==> src/rtl/mp_uart_rx.sv <==
module mp_uart_rx #(
  parameter int OSR = 16,
  parameter int DW  = 8
) (
  input  logic          clk,
  input  logic          rst_n,
  input  logic          tick,
  input  logic          rxd,
  input  logic          addr_en,
  input  logic          fe_sel,
  input  logic          pos7_we,
  input  logic          pos7_wd,
  output logic          pos7_rd,
  input  logic [DW-1:0] slave_addr,
  input  logic [DW-1:0] addr_mask,
  input  logic          rx_flag_clr,
  output logic [DW-1:0] rx_data,
  output logic          rx_bit9,
  output logic          rx_flag,
  output logic          fe_flag
);
  localparam int CW  = $clog2(OSR);
  localparam int MID = OSR / 2;
  localparam int BW  = $clog2(DW + 2);

  typedef enum logic [1:0] {IDLE, START, DATA, STOP} st_t;

  st_t          st;
  logic [CW-1:0] cnt;
  logic [BW-1:0] bitn;
  logic [DW:0]   sh;
  logic [2:0]    smp;
  logic          mode9;

  wire maj     = (smp[0] & smp[1]) | (smp[0] & smp[2]) | (smp[1] & smp[2]);
  wire bit_end = tick && (cnt == CW'(OSR - 1));
  wire [DW-1:0] given = slave_addr & addr_mask;
  wire [DW-1:0] bcast = slave_addr | addr_mask;
  wire [DW-1:0] byte_in = sh[DW-1:0];
  wire hit    = ((byte_in & addr_mask) == given) || ((byte_in & bcast) == bcast);
  wire accept = maj && (!addr_en || (hit && (!mode9 || sh[DW])));
  wire [BW-1:0] last_bit = mode9 ? BW'(DW) : BW'(DW - 1);
  wire fe_clr = pos7_we && fe_sel && !pos7_wd;

  assign pos7_rd = fe_sel ? fe_flag : mode9;

  always_ff @(posedge clk or negedge rst_n) begin
    if (!rst_n) begin
      st <= IDLE; cnt <= '0; bitn <= '0; sh <= '0; smp <= '0;
      mode9 <= 1'b0; fe_flag <= 1'b0; rx_flag <= 1'b0;
      rx_data <= '0; rx_bit9 <= 1'b0;
    end else begin
      if (pos7_we && !fe_sel) mode9 <= pos7_wd;
      if (fe_clr) fe_flag <= 1'b0;
      if (rx_flag_clr) rx_flag <= 1'b0;
      if (tick) begin
        if (st == IDLE) begin
          cnt <= '0;
          if (!rxd) begin
            st <= START; cnt <= CW'(1); bitn <= '0; sh <= '0;
          end
        end else begin
          cnt <= cnt + 1'b1;
          if (cnt >= CW'(MID - 1) && cnt <= CW'(MID + 1)) smp <= {smp[1:0], rxd};
        end
      end
      if (bit_end) begin
        case (st)
          START: st <= maj ? IDLE : DATA;
          DATA: begin
            sh[bitn] <= maj;
            bitn <= bitn + 1'b1;
            if (bitn == last_bit) st <= STOP;
          end
          STOP: begin
            st <= IDLE;
            if (!maj) fe_flag <= 1'b1;
            if (accept) begin
              rx_flag <= 1'b1;
              rx_data <= byte_in;
              rx_bit9 <= mode9 & sh[DW];
            end
          end
          default: st <= IDLE;
        endcase
      end
    end
  end

  a_r3_addr_needs_bit9: assert property (@(posedge clk) disable iff (!rst_n)
    $rose(rx_flag) && addr_en && mode9 |-> rx_bit9);

  a_r6_flag_needs_match: assert property (@(posedge clk) disable iff (!rst_n)
    $rose(rx_flag) && addr_en |->
      ((rx_data & addr_mask) == (slave_addr & addr_mask)) ||
      ((rx_data & (slave_addr | addr_mask)) == (slave_addr | addr_mask)));

  a_r8_fe_sticky: assert property (@(posedge clk) disable iff (!rst_n)
    fe_flag && !fe_clr |=> fe_flag);

  a_r10_flag_holds: assert property (@(posedge clk) disable iff (!rst_n)
    rx_flag && !rx_flag_clr |=> rx_flag);

  a_r10_data_with_flag: assert property (@(posedge clk) disable iff (!rst_n)
    !$stable(rx_data) |-> rx_flag);

  a_r2_start_only_from_idle: assert property (@(posedge clk) disable iff (!rst_n)
    (st == IDLE) && tick && rxd |=> st == IDLE);
endmodule

==> config.mk <==
export PLATFORM = sky130hd
export DESIGN_NAME = mp_uart_rx
export DESIGN_NICKNAME = d
export VERILOG_FILES = /design/src/rtl/mp_uart_rx.sv
export SDC_FILE = /design/constraint.sdc
export NUM_CORES = 1
export LEC_CHECK = 0
export BUFFER_PORTS_ARGS = -buffer_cell sky130_fd_sc_hd__buf_2
export CAP_MARGIN = 20
export CORE_MARGIN = 2
export CORE_UTILIZATION = 26
export CTS_CLUSTER_DIAMETER = 120
export DETAILED_ROUTE_END_ITERATION = 10
export SLEW_MARGIN = 40
export SYNTH_ARGS = -nofsm -noshare
export SYNTH_HDL_FRONTEND = slang
export SYNTH_SLANG_ARGS = --single-unit
==> constraint.sdc <==
create_clock -name clk -period 3.6 [get_ports clk]
set_input_delay 0.36 -clock clk [delete_from_list [all_inputs] [get_ports clk]]
set_output_delay 0.36 -clock clk [all_outputs]
set_load 0.01 [all_outputs]
==> impl.org <==
** Synth
- Yosys warning total :: 0
- Post-synthesis instance area :: between 0.002 and 0.0025 mm^2
- Share of the synthesized netlist area taken by xor and xnor gates :: 0.0318
- After synthesis, the mean cell area works out to just over 9 um^2.
- Main combinational cell family by area after synthesis :: simple AND/OR/NAND/NOR gates
- Yosys top cell by area :: sky130_fd_sc_hd__dfrtp_1
- Flops & latches, synth :: 34
- Synth unique cells :: 45
- Of the total synthesized cell area, the portion taken by AND, OR, NAND and NOR gates is 0.250.
- Synthesized-area fraction occupied by ao, oa, aoi and oai cells :: 0.157
- Syn nets :: roughly 270
- Measured against the total synthesized area, the mux share comes to 0.0516.
- Of the post-synthesis cell area, the dominant cell type holds 0.386.
- Of the total synthesized cell area, the portion taken by full adders, half adders and majority gates is 0.0675.
- Post-Syn Instances :: 238
- Top post-synthesis cells by area :: sky130_fd_sc_hd__dfrtp_1 39%, sky130_fd_sc_hd__nand2_1 7.2%, sky130_fd_sc_hd__ha_1 6.2%
- Register area share after synthesis :: 0.386

** Setup path
- Among all stages on the critical path, the largest delay is contributed by sky130_fd_sc_hd__and4_1.
- Critical path start-end classification :: flop to flop
- Arr. time, crit path :: 2.17 ns
- Setup crit end kind :: flop
- The signal on the critical path passes through ha_1, and4_1, nand2_2, nor3b_2, nand2_1, mux2i_1.
- For the worst flop-to-flop path, the logic depth is 6.
- CP required :: about 3.7 ns
- STA classifies the critical path startpoint as a flop.
- In this run the worst path has a maximum fanout of 11.
- On the worst path, the slowest cell contributes a delay of 0.45 ns.

** Global route
- Overflow left after global routing :: 0
- Met1 Resource Use GR :: 0.136
- The first global-routing pass estimated a little over 8 mm of wire.
- For met3 alone, demand over resource in global routing was 0.0305.
- Global-route usage over all layers :: 0.112
- The global routing stage identified its most utilized layer as met2.
- The via count of the first global-routing pass is roughly 1,800.
- GR met2 Demand/Resource :: 0.192
- Largest net degree at the start of global routing :: 35
- Number of antenna violations at the first check in global routing :: 0

** STA
- Setup violations, final :: 0
- Worst Tran Pin Value :: between 0.6 and 0.7 ns
- The clock arrives with 0.00779 ns of skew.
- Period Utilization, post-route :: 0.563
- Relative slew slack :: 0.558
- Once routing completed, OpenROAD measured the worst setup slack at around 1.6 ns.
- The count of pins over their slew limit is 0.
- The clock period could shrink to just over 2 ns.
- Unrepaired setup endpoints after global routing :: no
- Derived from the worst setup path, the maximum achievable clock frequency is about 0.49 GHz.
- Sum Neg Setup Slack :: 0 ns
- The number of endpoints with negative hold slack in the final report came to 0.

** Layout
- The library cell used most frequently in the layout, excluding fill and tap cells, is sky130_fd_sc_hd__nand2_1.
- Most frequent cells in the layout :: 42 x sky130_fd_sc_hd__nand2_1, 35 x sky130_fd_sc_hd__buf_2, 34 x sky130_fd_sc_hd__dfrtp_1, 14 x sky130_fd_sc_hd__nand3_1, 13 x sky130_fd_sc_hd__inv_1
- The finished cells cover between 0.002 and 0.003 mm^2.
- Final cell count without fillers :: around 380
- Number of fillers in the final layout :: 870
- P&R area growth vs syn :: 15.8%
- Total Nets Final :: 309
- Once layout is complete, the utilization of the core stands at 0.311.
- In the final layout, the share of cells above drive strength 1 is 0.208.
- The number of antenna diodes in the final layout is 0.

** Routing
- Post-detailed-route DRC marker count :: 0
- Detailed routing inserted a total of approximately 1,800 vias.
- Wires add up to slightly below 5 mm.
- Mean number of vias per cell :: slightly below 5
- Average routed wire per standard cell :: about 13 um
- The first routing iteration left 59 violations.
- Remaining antenna violation count :: 0
- Pre-antenna DRT Iters :: 4

** Floorplan
- The floorplan has 33 rows.
- Initial cell density of the core :: 0.268
- Area of the core :: 0.00822 mm^2
- Measured along the y axis, the die boundary spans 96.1 um.
- In this run the count of I/O pins placed on the die edge is 37.
- Width of the die :: between 90 and 100 um
- The die covers just over 0.009 mm^2.

** Clock tree
- The cell sitting at the root of the clock tree is a sky130_fd_sc_hd__clkbuf_8.
- Number of buffers created by CTS :: 5
- Number of levels in the clock H-tree :: 2
- In this run the deepest clock path goes through 2 buffers.
- TritonCTS built the clock tree.
- Hold repair after CTS inserted 0 buffers.
- Clock tree synthesis found a total of 34 sinks.
- Post-cts sizing count :: 0
- Once the clock tree was built, the setup fixing pass inserted 0 buffers.
- Clock-pin slew was measured on the worst setup and hold paths at 0.08 ns.
- Clock Latency Late Sink :: between 0.2 and 0.3 ns

** Placed design
- Number of buffer cells added on primary ports :: 36
- The congestion estimate from routability-driven global placement came to between 0.7 and 0.8.
- Final HPWL DP :: roughly 3.6 mm
- Placement-stage cell area :: 0.00244 mm^2
- Number of instances in the placed design :: between 300 and 400
- At the placement stage, the worst setup path has a slack of between 1.5 and 2 ns.

** Pwr
- Power density relative to cell area :: about 470 mW/mm^2
- Summed over all cells, the static leakage comes to 1.23 nW.
- Max rail drop VDD :: 0.000118 V

** Outcome
- The run finished with clean final reports.

** Worst hold path
- The min-delay analysis places its worst path in the category primary input to async pin.

** Job
- Maximum capacitance violations :: 0
-- layout make-up --
cell class              instances  area, um^2  share of cell area
flip-flops and latches         34         851               0.333
clock inverters                 3        40.0              0.0157
clock buffers                   5        68.8              0.0270
inverters                      13        48.8              0.0191
well taps                     105         131              0.0515
repair buffers                 36         183              0.0716
multi-input cells             183        1230               0.482
-- synthesized netlist by cell type (all sizes together) --
library cell  count
or3               8
o211ai           10
and4b             1
nand2            43
mux2              3
nand2b            3
maj3              1
o21bai            3
o311ai            2
dfrtp            34
o21ai            13
o2111ai           1
a22oi             5
nand3            15
nor2              7
a21o              3
a32oi             1
o21a              1
o22ai             4
nor3              3
nor3b             4
mux2i             8
o31ai             1
a31o              1
clkbuf            1
xor2              8
a32o              1
and4              2
buf               7
nand3b            1
nand4             9
and3              2
a21oi             5
inv              13
ha               11
nor2b             3
-- where the power goes --
part | internal (mW) | switching (mW) | total, mW
Clock | 0.204 | 0.143 | 0.347
Combinational | 0.144 | 0.197 | 0.341
Sequential | 0.442 | 0.0678 | 0.510
-- critical path, delay by kind of cell, from the launching register on --
kind	cells	cell delay, ns
multiplexers	1	0.13
AND/OR/NAND/NOR	4	1.13
adder cells (fa/ha/maj)	1	0.21
flip-flops	1	0.40
-- routing by layer --
layer,wire length [um],up-vias
met5,0,-
li1,-,930
met3,170,6
met2,2360,19
met4,61,0
met1,2220,881
-- metrics by stage --
| step | hold slack [ns] | power (mW) |
|---|---|---|
| finish | 0.00976 | 1.20 |
| global route | 0.0462 | 1.28 |
| CTS | 0.175 | 1.21 |
| detailed placement | 0.490 | 0.861 |
| global placement | 0.466 | 0.850 |
| floorplan | 0.0644 | 0.758 |
-- path summary, 6_finish.rpt --
path,start,to,slack [ns]
max in group asynchronous,rst_n,st[0],3.26
worst min register to register,rx_flag,rx_flag,0.49
worst max register to register,cnt[0],sh[7],1.57
worst min-delay path,rst_n,rx_data[4],0.01
min in group clk,rx_flag_clr,rx_flag,0.34
worst max-delay path,cnt[0],sh[7],1.57
-- state kept, by name (all words and copies together) (netlist names) --
register,flops
rx_data,8
mode9,1
rx_flag,1
bitn,4
sh,9
fe_flag,1
cnt,4
st,2
smp,3
rx_bit9,1
-- cell families after synthesis --
family | count (synthesis)
fa+ha+maj | 12
buf+inv | 21
mux | 11
xor+xnor | 8
simple gates | 101
compound gates | 51
flops | 34
Power figures use the tool's default switching activity.
